<file path="src/rtl/mdio_slave.sv">
module mdio_slave #(
  parameter int PRE_LEN = 32,
  parameter int DW      = 16,
  parameter int AW      = 5
) (
  input  logic          clk,
  input  logic          rst_n,
  input  logic [AW-1:0] phy_addr,
  input  logic          mdc,
  input  logic          mdio_i,
  output logic          mdio_o,
  output logic          mdio_oe,
  output logic [AW-1:0] reg_addr,
  output logic [DW-1:0] reg_wdata,
  output logic          reg_we,
  input  logic [DW-1:0] reg_rdata
);
  localparam int HDR_LEN = 2 + 2 * AW;
  localparam int CW      = $clog2(PRE_LEN + DW + 1);

  typedef enum logic [2:0] {S_PRE, S_ST, S_HDR, S_TA, S_DAT} st_t;

  st_t           st;
  logic [CW-1:0] cnt;
  logic [2:0]    mdc_q;
  logic [1:0]    mdi_q;
  logic [DW-1:0] sh;
  logic          is_rd;

  wire rise  = mdc_q[1] & ~mdc_q[2];
  wire bit_i = mdi_q[1];
  wire [HDR_LEN-1:0] hdr = {sh[HDR_LEN-2:0], bit_i};
  wire [1:0]    op  = hdr[HDR_LEN-1 -: 2];
  wire [AW-1:0] pa  = hdr[2*AW-1 -: AW];
  wire [AW-1:0] ra  = hdr[AW-1:0];
  wire hdr_ok = (op == 2'b10 || op == 2'b01) && pa == phy_addr;

  assign reg_wdata = sh;

  always_ff @(posedge clk or negedge rst_n) begin
    if (!rst_n) begin
      mdc_q    <= '0;
      mdi_q    <= '1;
      st       <= S_PRE;
      cnt      <= '0;
      sh       <= '0;
      is_rd    <= 1'b0;
      mdio_o   <= 1'b0;
      mdio_oe  <= 1'b0;
      reg_addr <= '0;
      reg_we   <= 1'b0;
    end else begin
      mdc_q  <= {mdc_q[1:0], mdc};
      mdi_q  <= {mdi_q[0], mdio_i};
      reg_we <= 1'b0;
      if (rise) begin
        case (st)
          S_PRE: begin
            if (!bit_i) begin
              cnt <= '0;
              if (cnt == CW'(PRE_LEN)) st <= S_ST;
            end else if (cnt != CW'(PRE_LEN)) begin
              cnt <= cnt + 1'b1;
            end
          end
          S_ST: begin
            cnt <= '0;
            st  <= bit_i ? S_HDR : S_PRE;
          end
          S_HDR: begin
            sh <= {sh[DW-2:0], bit_i};
            if (cnt == CW'(HDR_LEN - 1)) begin
              cnt <= '0;
              if (hdr_ok) begin
                st       <= S_TA;
                reg_addr <= ra;
                is_rd    <= (op == 2'b10);
              end else begin
                st <= S_PRE;
              end
            end else begin
              cnt <= cnt + 1'b1;
            end
          end
          S_TA: begin
            if (cnt == '0) begin
              cnt <= 1'b1;
              if (is_rd) begin
                mdio_oe <= 1'b1;
                mdio_o  <= 1'b0;
                sh      <= reg_rdata;
              end
            end else begin
              cnt <= '0;
              st  <= S_DAT;
              if (is_rd) begin
                mdio_o <= sh[DW-1];
                sh     <= sh << 1;
              end
            end
          end
          S_DAT: begin
            if (is_rd) begin
              if (cnt == CW'(DW - 1)) mdio_oe <= 1'b0;
              else begin
                mdio_o <= sh[DW-1];
                sh     <= sh << 1;
              end
            end else begin
              sh <= {sh[DW-2:0], bit_i};
              if (cnt == CW'(DW - 1)) reg_we <= 1'b1;
            end
            if (cnt == CW'(DW - 1)) begin
              cnt <= '0;
              st  <= S_PRE;
            end else begin
              cnt <= cnt + 1'b1;
            end
          end
          default: begin
            st  <= S_PRE;
            cnt <= '0;
          end
        endcase
      end
    end
  end
endmodule

</file>
<file path="config.mk">
export PLATFORM = sky130hd
export DESIGN_NAME = mdio_slave
export DESIGN_NICKNAME = d
export VERILOG_FILES = /design/src/rtl/mdio_slave.sv
export SDC_FILE = /design/constraint.sdc
export NUM_CORES = 1
export LEC_CHECK = 0
export BUFFER_PORTS_ARGS = -buffer_cell sky130_fd_sc_hd__buf_2
export CAP_MARGIN = 20
export CORE_MARGIN = 2
export CORE_UTILIZATION = 40
export DETAILED_ROUTE_END_ITERATION = 8
export GPL_ROUTABILITY_DRIVEN = 0
export HOLD_SLACK_MARGIN = 0.03
export SLEW_MARGIN = 10
export SYNTH_ARGS = -nofsm -noshare
export SYNTH_HDL_FRONTEND = slang
export SYNTH_SLANG_ARGS = --single-unit
export TNS_END_PERCENT = 20
</file>
<file path="constraint.sdc">
create_clock -name clk -period 2.6 [get_ports clk]
set_input_delay 0.13 -clock clk [delete_from_list [all_inputs] [get_ports clk]]
set_output_delay 0.13 -clock clk [all_outputs]
set_load 0.05 [all_outputs]
</file>
==> results.tsv, run 1 <==
stage	metric	value	unit
drt	DRT Pass-1 Iters	4	
drt	via count	1563	
worst_setup_path	Max stage delay on crit path	0.43	ns
run_status	status	finished, final reports clean	
cells_and_area	Layout Nets	269	
floorplan	overall die width	76.3	um
synth	fraction of registers with async set/reset	1.00	
pwr	VDD IR-drop max	0.000486	V
global_route	GRT overflow	0	
place	placed cell area	2380	um^2
synth	Seq/Total Area, Yosys	0.469	
floorplan	Core ar.	5070	um^2
synth	number of flops mapped to enable cells by yosys	0	
timing	Max Slew Vio Count	0	
timing	count of final setup violators	0	
drt	final wirelength	4.06	mm
worst_setup_path	Worst EP arrival	2.20	ns
synth	Seq cells post-synth	39	
synth	Synth Flop Type	dfrtp_1	
place	IO buf count	48	
place	Detailed Place HPWL	2.91	mm
timing	Fin Setup TNS	0	ns
worst_setup_path	Critical Path RT	2.78	ns
global_route	M2 GR Usage	0.214	
timing	Final min period	2.02	ns
global_route	vias in the first global route	1441	
global_route	Tot GR Track Use	0.154	
worst_setup_path	kind of cell adding the most delay to the critical path	simple AND/OR/NAND/NOR gates	
timing	Tcrit/Tclk final	0.776	
cells_and_area	Sequential Area	978	um^2
synth	YS warnings	0	
synth	Syn Inst Count	190	
synth	post-synthesis xor/xnor area fraction	0.0252	
floorplan	total die area	5810	um^2
pwr	combinational power share	0.486	
synth	largest family of logic cells by synthesized area	simple AND/OR/NAND/NOR gates	
synth	post-synth cell types	50	
pwr	clock power share	0.146	
worst_setup_path	worst-path maximum fanout	8	
pwr	Leakage	1.17	nW
global_route	met3 usage	0.0498	
drt	vias per inst	5.03	
clock_network	CTS root buf	clkbuf_8	
cells_and_area	Diodes inserted	0	
clock_network	CTS tree	yes	
clock_network	H-tree depth	2	
clock_network	TritonCTS Buffers	5	
timing	Hold WS	0.106	ns
synth	area fraction in compound gates after synthesis	0.128	
synth	mux share of post-synthesis cell area	0.129	
worst_setup_path	crit path cell chain	ha_1 -> nor3b_2 -> nand4_1 -> nand4b_2 -> nand4b_4 -> mux2_4	
synth	syn_area_per_cell	11.0	um^2
cells_and_area	layout cells sized above 1	0.344	
synth	Adder-Cell Fraction of Synth Area	0.0180	
clock_network	cts repair resizes	0	
drt	WL per Instance	13.0	um
clock_network	Clock Tree Buf Depth	2	
global_route	initial antenna violation count	0	
worst_setup_path	crit end category	flop	
timing	skew final	0.00402	ns
cells_and_area	area used by multi-input combinational logic	1030	um^2
pwr	P_int	1.47	mW
drt	post-route ant nets	0	
timing	Final Hold Viols	0	
floorplan	IO Pins	49	
pwr	NetSw	1.35	mW
synth	syn_nets	218	
worst_setup_path	crit start category	flop	
pwr	total design power	2.82	mW
worst_setup_path	cell at the slowest stage of the critical path	dfrtp_1	
clock_network	Worst-Skew Late Latency	0.29	ns
clock_network	clock-pin transition on the worst setup and hold timing paths	0.07	ns
cells_and_area	finished layout cell area	2500	um^2
timing	Worst Tran Pin Value	0.842	ns
pwr	sw frac	0.480	
cells_and_area	Area Growth Syn to Fin	19.7	%
flow_run	total of max-cap violations	0	
drt	DRC viols	0	
global_route	grt met1 use	0.230	
global_route	first-pass GRT wire length	7.19	mm
global_route	busiest grt layer	met1	
synth	Simple-Gate Fraction of Synth Area	0.194	
clock_network	Setup Buffers After CTS	0	
worst_setup_path	WS Path Type	reg2reg	
cells_and_area	Filler Cell Count	503	
pwr	Seq pwr share	0.368	
timing	RSZ-0062 raised after global routing	no	
floorplan	initial core utilization	0.411	
timing	Slew HR	0.438	
synth	Mapped Area	2090	um^2
pwr	Cell Pwr Density	1130	nW/um^2
floorplan	die extent in y	76.3	um
worst_hold_path	Tightest Hold Check Type	in2reg	
clock_network	TritonCTS sink count	39	
timing	Peak Freq	496	MHz
floorplan	FP Rows	26	
drt	DRT iter0 DRCs	59	
worst_setup_path	CP bufs+invs	0	
global_route	largest net degree at the start of global routing	40	
[flip-flops by register name (all words and copies together) (netlist names)]
register,cells
mdi_q,2
st,3
is_rd,1
mdio_o,1
reg_wdata,16
reg_we,1
mdio_oe,1
mdc_q,3
reg_addr,5
cnt,6
[placed cells by master (no fill, tap or decap), types with 3 or more instances in the layout]
cell	synthesis	final
nand3b_1	3	3
nor3_1	5	5
nand3_1	5	5
dfrtp_1	37	37
dlygate4sd3_1	0	3
nand2_1	24	24
a21oi_1	5	5
o21ai_1	7	7
inv_1	5	5
o21ai_2	5	5
buf_2	3	48
nor2_1	5	5
mux2i_1	16	16
mux2_2	7	7
o21ai_0	11	11
xnor2_1	3	3
clkbuf_8	0	6
ha_1	3	3
xor2_1	3	3
[Yosys cell counts, types with 2 or more instances]
| library cell | instances | share of area |
|---|---|---|
| dfrtp_1 | 37 | 0.44 |
| nand2_1 | 24 | 0.043 |
| mux2i_1 | 16 | 0.077 |
| o21ai_0 | 11 | 0.026 |
| mux2_2 | 7 | 0.038 |
| o21ai_1 | 7 | 0.017 |
| a21oi_1 | 5 | 0.012 |
| inv_1 | 5 | 0.0090 |
| nand3_1 | 5 | 0.012 |
| nor2_1 | 5 | 0.0090 |
| nor3_1 | 5 | 0.012 |
| o21ai_2 | 5 | 0.021 |
| buf_2 | 3 | 0.0072 |
| ha_1 | 3 | 0.018 |
| nand3b_1 | 3 | 0.011 |
| xnor2_1 | 3 | 0.013 |
| xor2_1 | 3 | 0.013 |
| clkbuf_1 | 2 | 0.0036 |
| dfstp_2 | 2 | 0.025 |
| mux2_4 | 2 | 0.014 |
| nand2b_1 | 2 | 0.0060 |
| nand2b_4 | 2 | 0.013 |
| nand4_1 | 2 | 0.0060 |
| nor2b_1 | 2 | 0.0060 |
| nor4_1 | 2 | 0.0060 |
| o22ai_1 | 2 | 0.0060 |
| o31ai_1 | 2 | 0.0072 |
[routing by layer]
layer / share of wire / wire length, um / vias up
met5: 0 / 0 / -
met3: 0.057 / 233 / 5
met4: 0.012 / 48 / 0
met1: 0.52 / 2090 / 733
li1: - / - / 792
met2: 0.41 / 1680 / 33
[cell type report]
cell class                      instances  share of cell area
Multi-Input combinational cell        137               0.412
Sequential cell                        39               0.391
Timing Repair Buffer                   53               0.119
Tap cell                               70              0.0350
Clock buffer                            6              0.0330
Inverter                                5             0.00751
Clock inverter                          1             0.00200
[worst paths after layout]
kind,startpoint,end,slack [ns],depth (start not counted)
max,cnt[0]$_DFFE_PN0P_,st[0]$_DFFE_PN0P_,0.58,6
min,reg_rdata[11],reg_wdata[11]$_DFFE_PN0P_,0.11,3
max reg2reg,cnt[0]$_DFFE_PN0P_,st[0]$_DFFE_PN0P_,0.58,6
min reg2reg,mdc_q[0]$_DFF_PN0_,mdc_q[1]$_DFF_PN0_,0.35,0
max in group asynchronous,rst_n,is_rd$_DFFE_PN0P_,1.59,2
min in group asynchronous,rst_n,cnt[2]$_DFFE_PN0P_,0.48,2
[worst register-to-register path, stage by stage (launching register included)]
cell	delay, ns
dfrtp_1	0.43
ha_1	0.25
nor3b_2	0.33
nand4_1	0.16
nand4b_2	0.25
nand4b_4	0.16
mux2_4	0.33
[logic make-up (layout without fill, tap and decap cells)]
group           Yosys count  in the layout
compound gates           41             41
xor+xnor                  6              6
fa+ha+maj                 3              3
buf+inv                  14             65
flops                    39             39
mux                      25             25
simple gates             62             62
[what timing repair did]
action,CTS,global route
hold endpoints to repair,39,0
hold buffers,3,0
setup endpoints to repair,0,0
[per-stage QoR]
| step | std cells | utilization | setup WS, ns |
|---|---|---|---|
| after global placement | 301 | 0.469 | 0.555 |
| after global routing | 311 | 0.493 | 0.404 |
| after CTS | 311 | 0.493 | 0.541 |
| after detailed placement | 301 | 0.469 | 0.547 |
| after floorplan | 190 | - | 0.453 |
| final | 311 | 0.493 | 0.583 |
[power groups by stage]
stage               combinational (mW)  clock (mW)  sequential [mW]
floorplan                        0.763           0             1.38
global placement                  1.37           0             1.05
detailed placement                1.38           0             1.05
CTS                               1.39       0.429             1.04
global route                      1.50       0.455             1.08
finish                            1.37       0.413             1.04
Power figures use the tool's default switching activity.
==> run 2: changes to the inputs <==
- ABC_AREA: unset -> 1
- clock period: 2.6 -> 1.9 ns (I/O delays scaled with it)
==> run 2 against run 1 <==
Sequential power up 28%; combinational power up 59%; worst hold slack worse by 0.016 ns; clock power up 80%; first-iteration DRC count up 130%; count of clock-buffer cells in the layout unchanged; critical path type unchanged; largest cell class unchanged.
==> results.tsv, run 2 <==
stage	metric	value	unit
worst_hold_path	Tightest Hold Check Type	in2reg	
timing	skew final	0.00933	ns
drt	final wirelength	5.73	mm
worst_setup_path	WS Path Type	reg2reg	
worst_setup_path	Critical Path RT	2.14	ns
worst_setup_path	crit path cell chain	inv_1 -> ha_1 -> nand2_1 -> nor2_1 -> nand3_2 -> inv_4 -> nand2_1 -> o21ai_1 -> nand2_1 -> nand2_1	
floorplan	die extent in y	81.4	um
run_status	status	finished, final reports clean	
drt	vias per inst	4.62	
clock_network	clock-pin transition on the worst setup and hold timing paths	0.08	ns
worst_setup_path	cell at the slowest stage of the critical path	dfrtp_1	
worst_hold_path	Min-Delay Startpoint	reg_rdata[13]	
worst_setup_path	Worst EP arrival	1.95	ns
floorplan	total die area	6620	um^2
synth	Adder-Cell Fraction of Synth Area	0.0157	
timing	count of final setup violators	0	
global_route	vias in the first global route	2002	
place	Detailed Place HPWL	4.41	mm
synth	share of Yosys cell area claimed by the top area cell type	0.387	
worst_hold_path	Min-Delay Path Depth	5	
timing	RSZ-0062 raised after global routing	no	
drt	post-route ant nets	0	
floorplan	FP Rows	28	
clock_network	Worst-Skew Late Latency	0.30	ns
timing	Tcrit/Tclk final	0.899	
timing	Final Hold Viols	0	
synth	Yosys top cell by area	dfrtp_1	
synth	top cells by area, synth	dfrtp_1 (39%), nand2_1 (24%), nand3_1 (8.2%)	
flow_run	total of max-cap violations	0	
drt	WL per Instance	11.8	um
global_route	GRT overflow	0	
worst_setup_path	RR Startpoint	cnt[0]$_DFFE_PN0P_	
drt	DRT Pass-1 Iters	4	
timing	Hold WS	0.0903	ns
worst_setup_path	worst r2r path cells	10	
synth	fraction of registers with async set/reset	1.00	
synth	Synth Flop Type	dfrtp_1	
clock_network	TritonCTS Buffers	5	
pwr	total design power	4.25	mW
timing	Worst Tran Pin Value	0.583	ns
clock_network	CTS tree	yes	
worst_setup_path	kind of cell adding the most delay to the critical path	simple AND/OR/NAND/NOR gates	
timing	Final min period	1.71	ns
floorplan	overall die width	81.4	um
timing	Fin Setup TNS	0	ns
pwr	Leakage	1.63	nW
timing	Peak Freq	585	MHz
synth	Simple-Gate Fraction of Synth Area	0.474	
synth	syn_nets	379	
cells_and_area	commonest non-fill, non-tap cell in the layout	nand2_1	
cells_and_area	Sequential Area	978	um^2
timing	Slew HR	0.611	
cells_and_area	Area Growth Syn to Fin	20.1	%
worst_setup_path	worst-path maximum fanout	14	
drt	via count	2241	
synth	number of flops mapped to enable cells by yosys	0	
cells_and_area	layout cells sized above 1	0.212	
worst_setup_path	crit start category	flop	
synth	Mapped Area	2390	um^2
cells_and_area	Filler Cell Count	590	
global_route	Tot GR Track Use	0.187	
synth	area fraction in compound gates after synthesis	0.0167	
synth	largest family of logic cells by synthesized area	simple AND/OR/NAND/NOR gates	
cells_and_area	area used by multi-input combinational logic	1240	um^2
cells_and_area	Diodes inserted	0	
pwr	Cell Pwr Density	1480	nW/um^2
synth	YS warnings	0	
worst_setup_path	crit end category	flop	
cells_and_area	max reg flops	16	
synth	Seq cells post-synth	39	
synth	syn_area_per_cell	6.82	um^2
worst_setup_path	Max stage delay on crit path	0.40	ns
floorplan	IO Pins	49	
place	IO buf count	48	
global_route	first-pass GRT wire length	9.56	mm
cells_and_area	Final Core Density	0.492	
worst_setup_path	RR Endpoint	reg_wdata[9]$_DFFE_PN0P_	
synth	top-count cell post-synth	nand2_1	
floorplan	Core ar.	5850	um^2
synth	post-synth cell types	23	
global_route	largest net degree at the start of global routing	27	
synth	Seq/Total Area, Yosys	0.409	
synth	synth cell count leaders	nand2_1 (151), nor2_1 (42), nand3_1 (39), dfrtp_1 (37), inv_1 (30)	
timing	Max Slew Vio Count	0	
clock_network	Clock Tree Buf Depth	2	
worst_hold_path	WHS Endpoint	reg_wdata[13]$_DFFE_PN0P_	
clock_network	TritonCTS sink count	39	
worst_setup_path	CP dominant cell by count	nand2_1	
worst_setup_path	reg2reg setup slack	0.19	ns
cells_and_area	Layout Nets	437	
synth	Syn Inst Count	351	
synth	mux share of post-synthesis cell area	0	
synth	post-synthesis xor/xnor area fraction	0.0110	
cells_and_area	most used cells in the layout excluding fill and tap cells	nand2_1 (151), buf_2 (48), nor2_1 (42)	
drt	DRT iter0 DRCs	137	
global_route	initial antenna violation count	0	
clock_network	H-tree depth	2	
floorplan	initial core utilization	0.409	
drt	DRC viols	0	
clock_network	CTS root buf	clkbuf_8	
worst_setup_path	CP bufs+invs	2	
clock_network	Setup Buffers After CTS	0	
pwr	VDD IR-drop max	0.000822	V
-- run 2: changes by cell type after synthesis, sizes merged, moves of 4 or more --
| cell | change |
|---|---|
| nand3 | +37 |
| nor3 | -5 |
| nand2 | +132 |
| a21oi | -5 |
| mux2 | -9 |
| mux2i | -16 |
| nor2 | +47 |
| nand2b | -4 |
| o21ai | -15 |
| inv | +30 |
-- run 2: layout make-up --
type | instances | area share
clock buffer | 6 | 0.0287
timing repair buffer | 56 | 0.107
inverter | 35 | 0.0474
clock inverter | 2 | 0.0135
tap | 75 | 0.0326
multi-input combinational | 272 | 0.431
sequential | 39 | 0.340
-- run 2: stage by stage --
stage,instance area (um^2),std cells,setup slack (ns)
3_5_place_dp,2720,474,0.159
6_report,2880,485,0.191
5_1_grt,2880,485,0.0208
2_1_floorplan,2390,351,0.111
4_1_cts,2870,485,0.139
3_3_place_gp,2720,474,0.195
-- run 2: how the worst max path moves through the flow --
stage / end / cells after the start / startpoint / slack, ns
6_report: reg_wdata[9]$_DFFE_PN0P_ / 10 / cnt[0]$_DFFE_PN0P_ / 0.19
5_1_grt: reg_wdata[9]$_DFFE_PN0P_ / 10 / cnt[0]$_DFFE_PN0P_ / 0.02
4_1_cts: reg_wdata[9]$_DFFE_PN0P_ / 10 / cnt[0]$_DFFE_PN0P_ / 0.14
3_5_place_dp: reg_wdata[9]$_DFFE_PN0P_ / 10 / cnt[0]$_DFFE_PN0P_ / 0.16
3_3_place_gp: reg_wdata[9]$_DFFE_PN0P_ / 10 / cnt[0]$_DFFE_PN0P_ / 0.20
2_1_floorplan: reg_addr[0]$_DFFE_PN0P_ / 10 / reg_wdata[9]$_DFFE_PN0P_ / 0.11
-- run 2: kinds of logic (layout without fill, tap and decap cells) --
group,Yosys count,count (layout)
compound gates,8,8
simple gates,258,258
fa+ha+maj,3,3
xor+xnor,3,3
buf+inv,40,99
flops,39,39
-- run 2: what timing repair did --
action | 4_1_cts | 5_1_grt
setup endpoints to repair | 0 | 9
hold endpoints to repair | 24 | 0
hold buffers | 3 | 0
gates resized for setup | 0 | 1
-- run 2: power by group --
part           internal (mW)  switching [mW]
combinational          0.604            1.57
sequential              1.06           0.274
clock                  0.432           0.310
total                   2.10            2.16
-- run 2: metal layers --
layer	global-route usage	share of wire
met5	0	0
met4	0.0542	0.0068
met3	0.0344	0.037
met2	0.284	0.44
met1	0.270	0.51
-- run 2: worst reg2reg max path: cells and delay by family, from the launching register on --
kind / cells / cell delay [ns]
and+or+nand+nor: 6 / 0.63
AOI/OAI and AO/OA: 1 / 0.08
buffers and inverters: 2 / 0.35
adders and majority gates: 1 / 0.20
DFF: 1 / 0.40
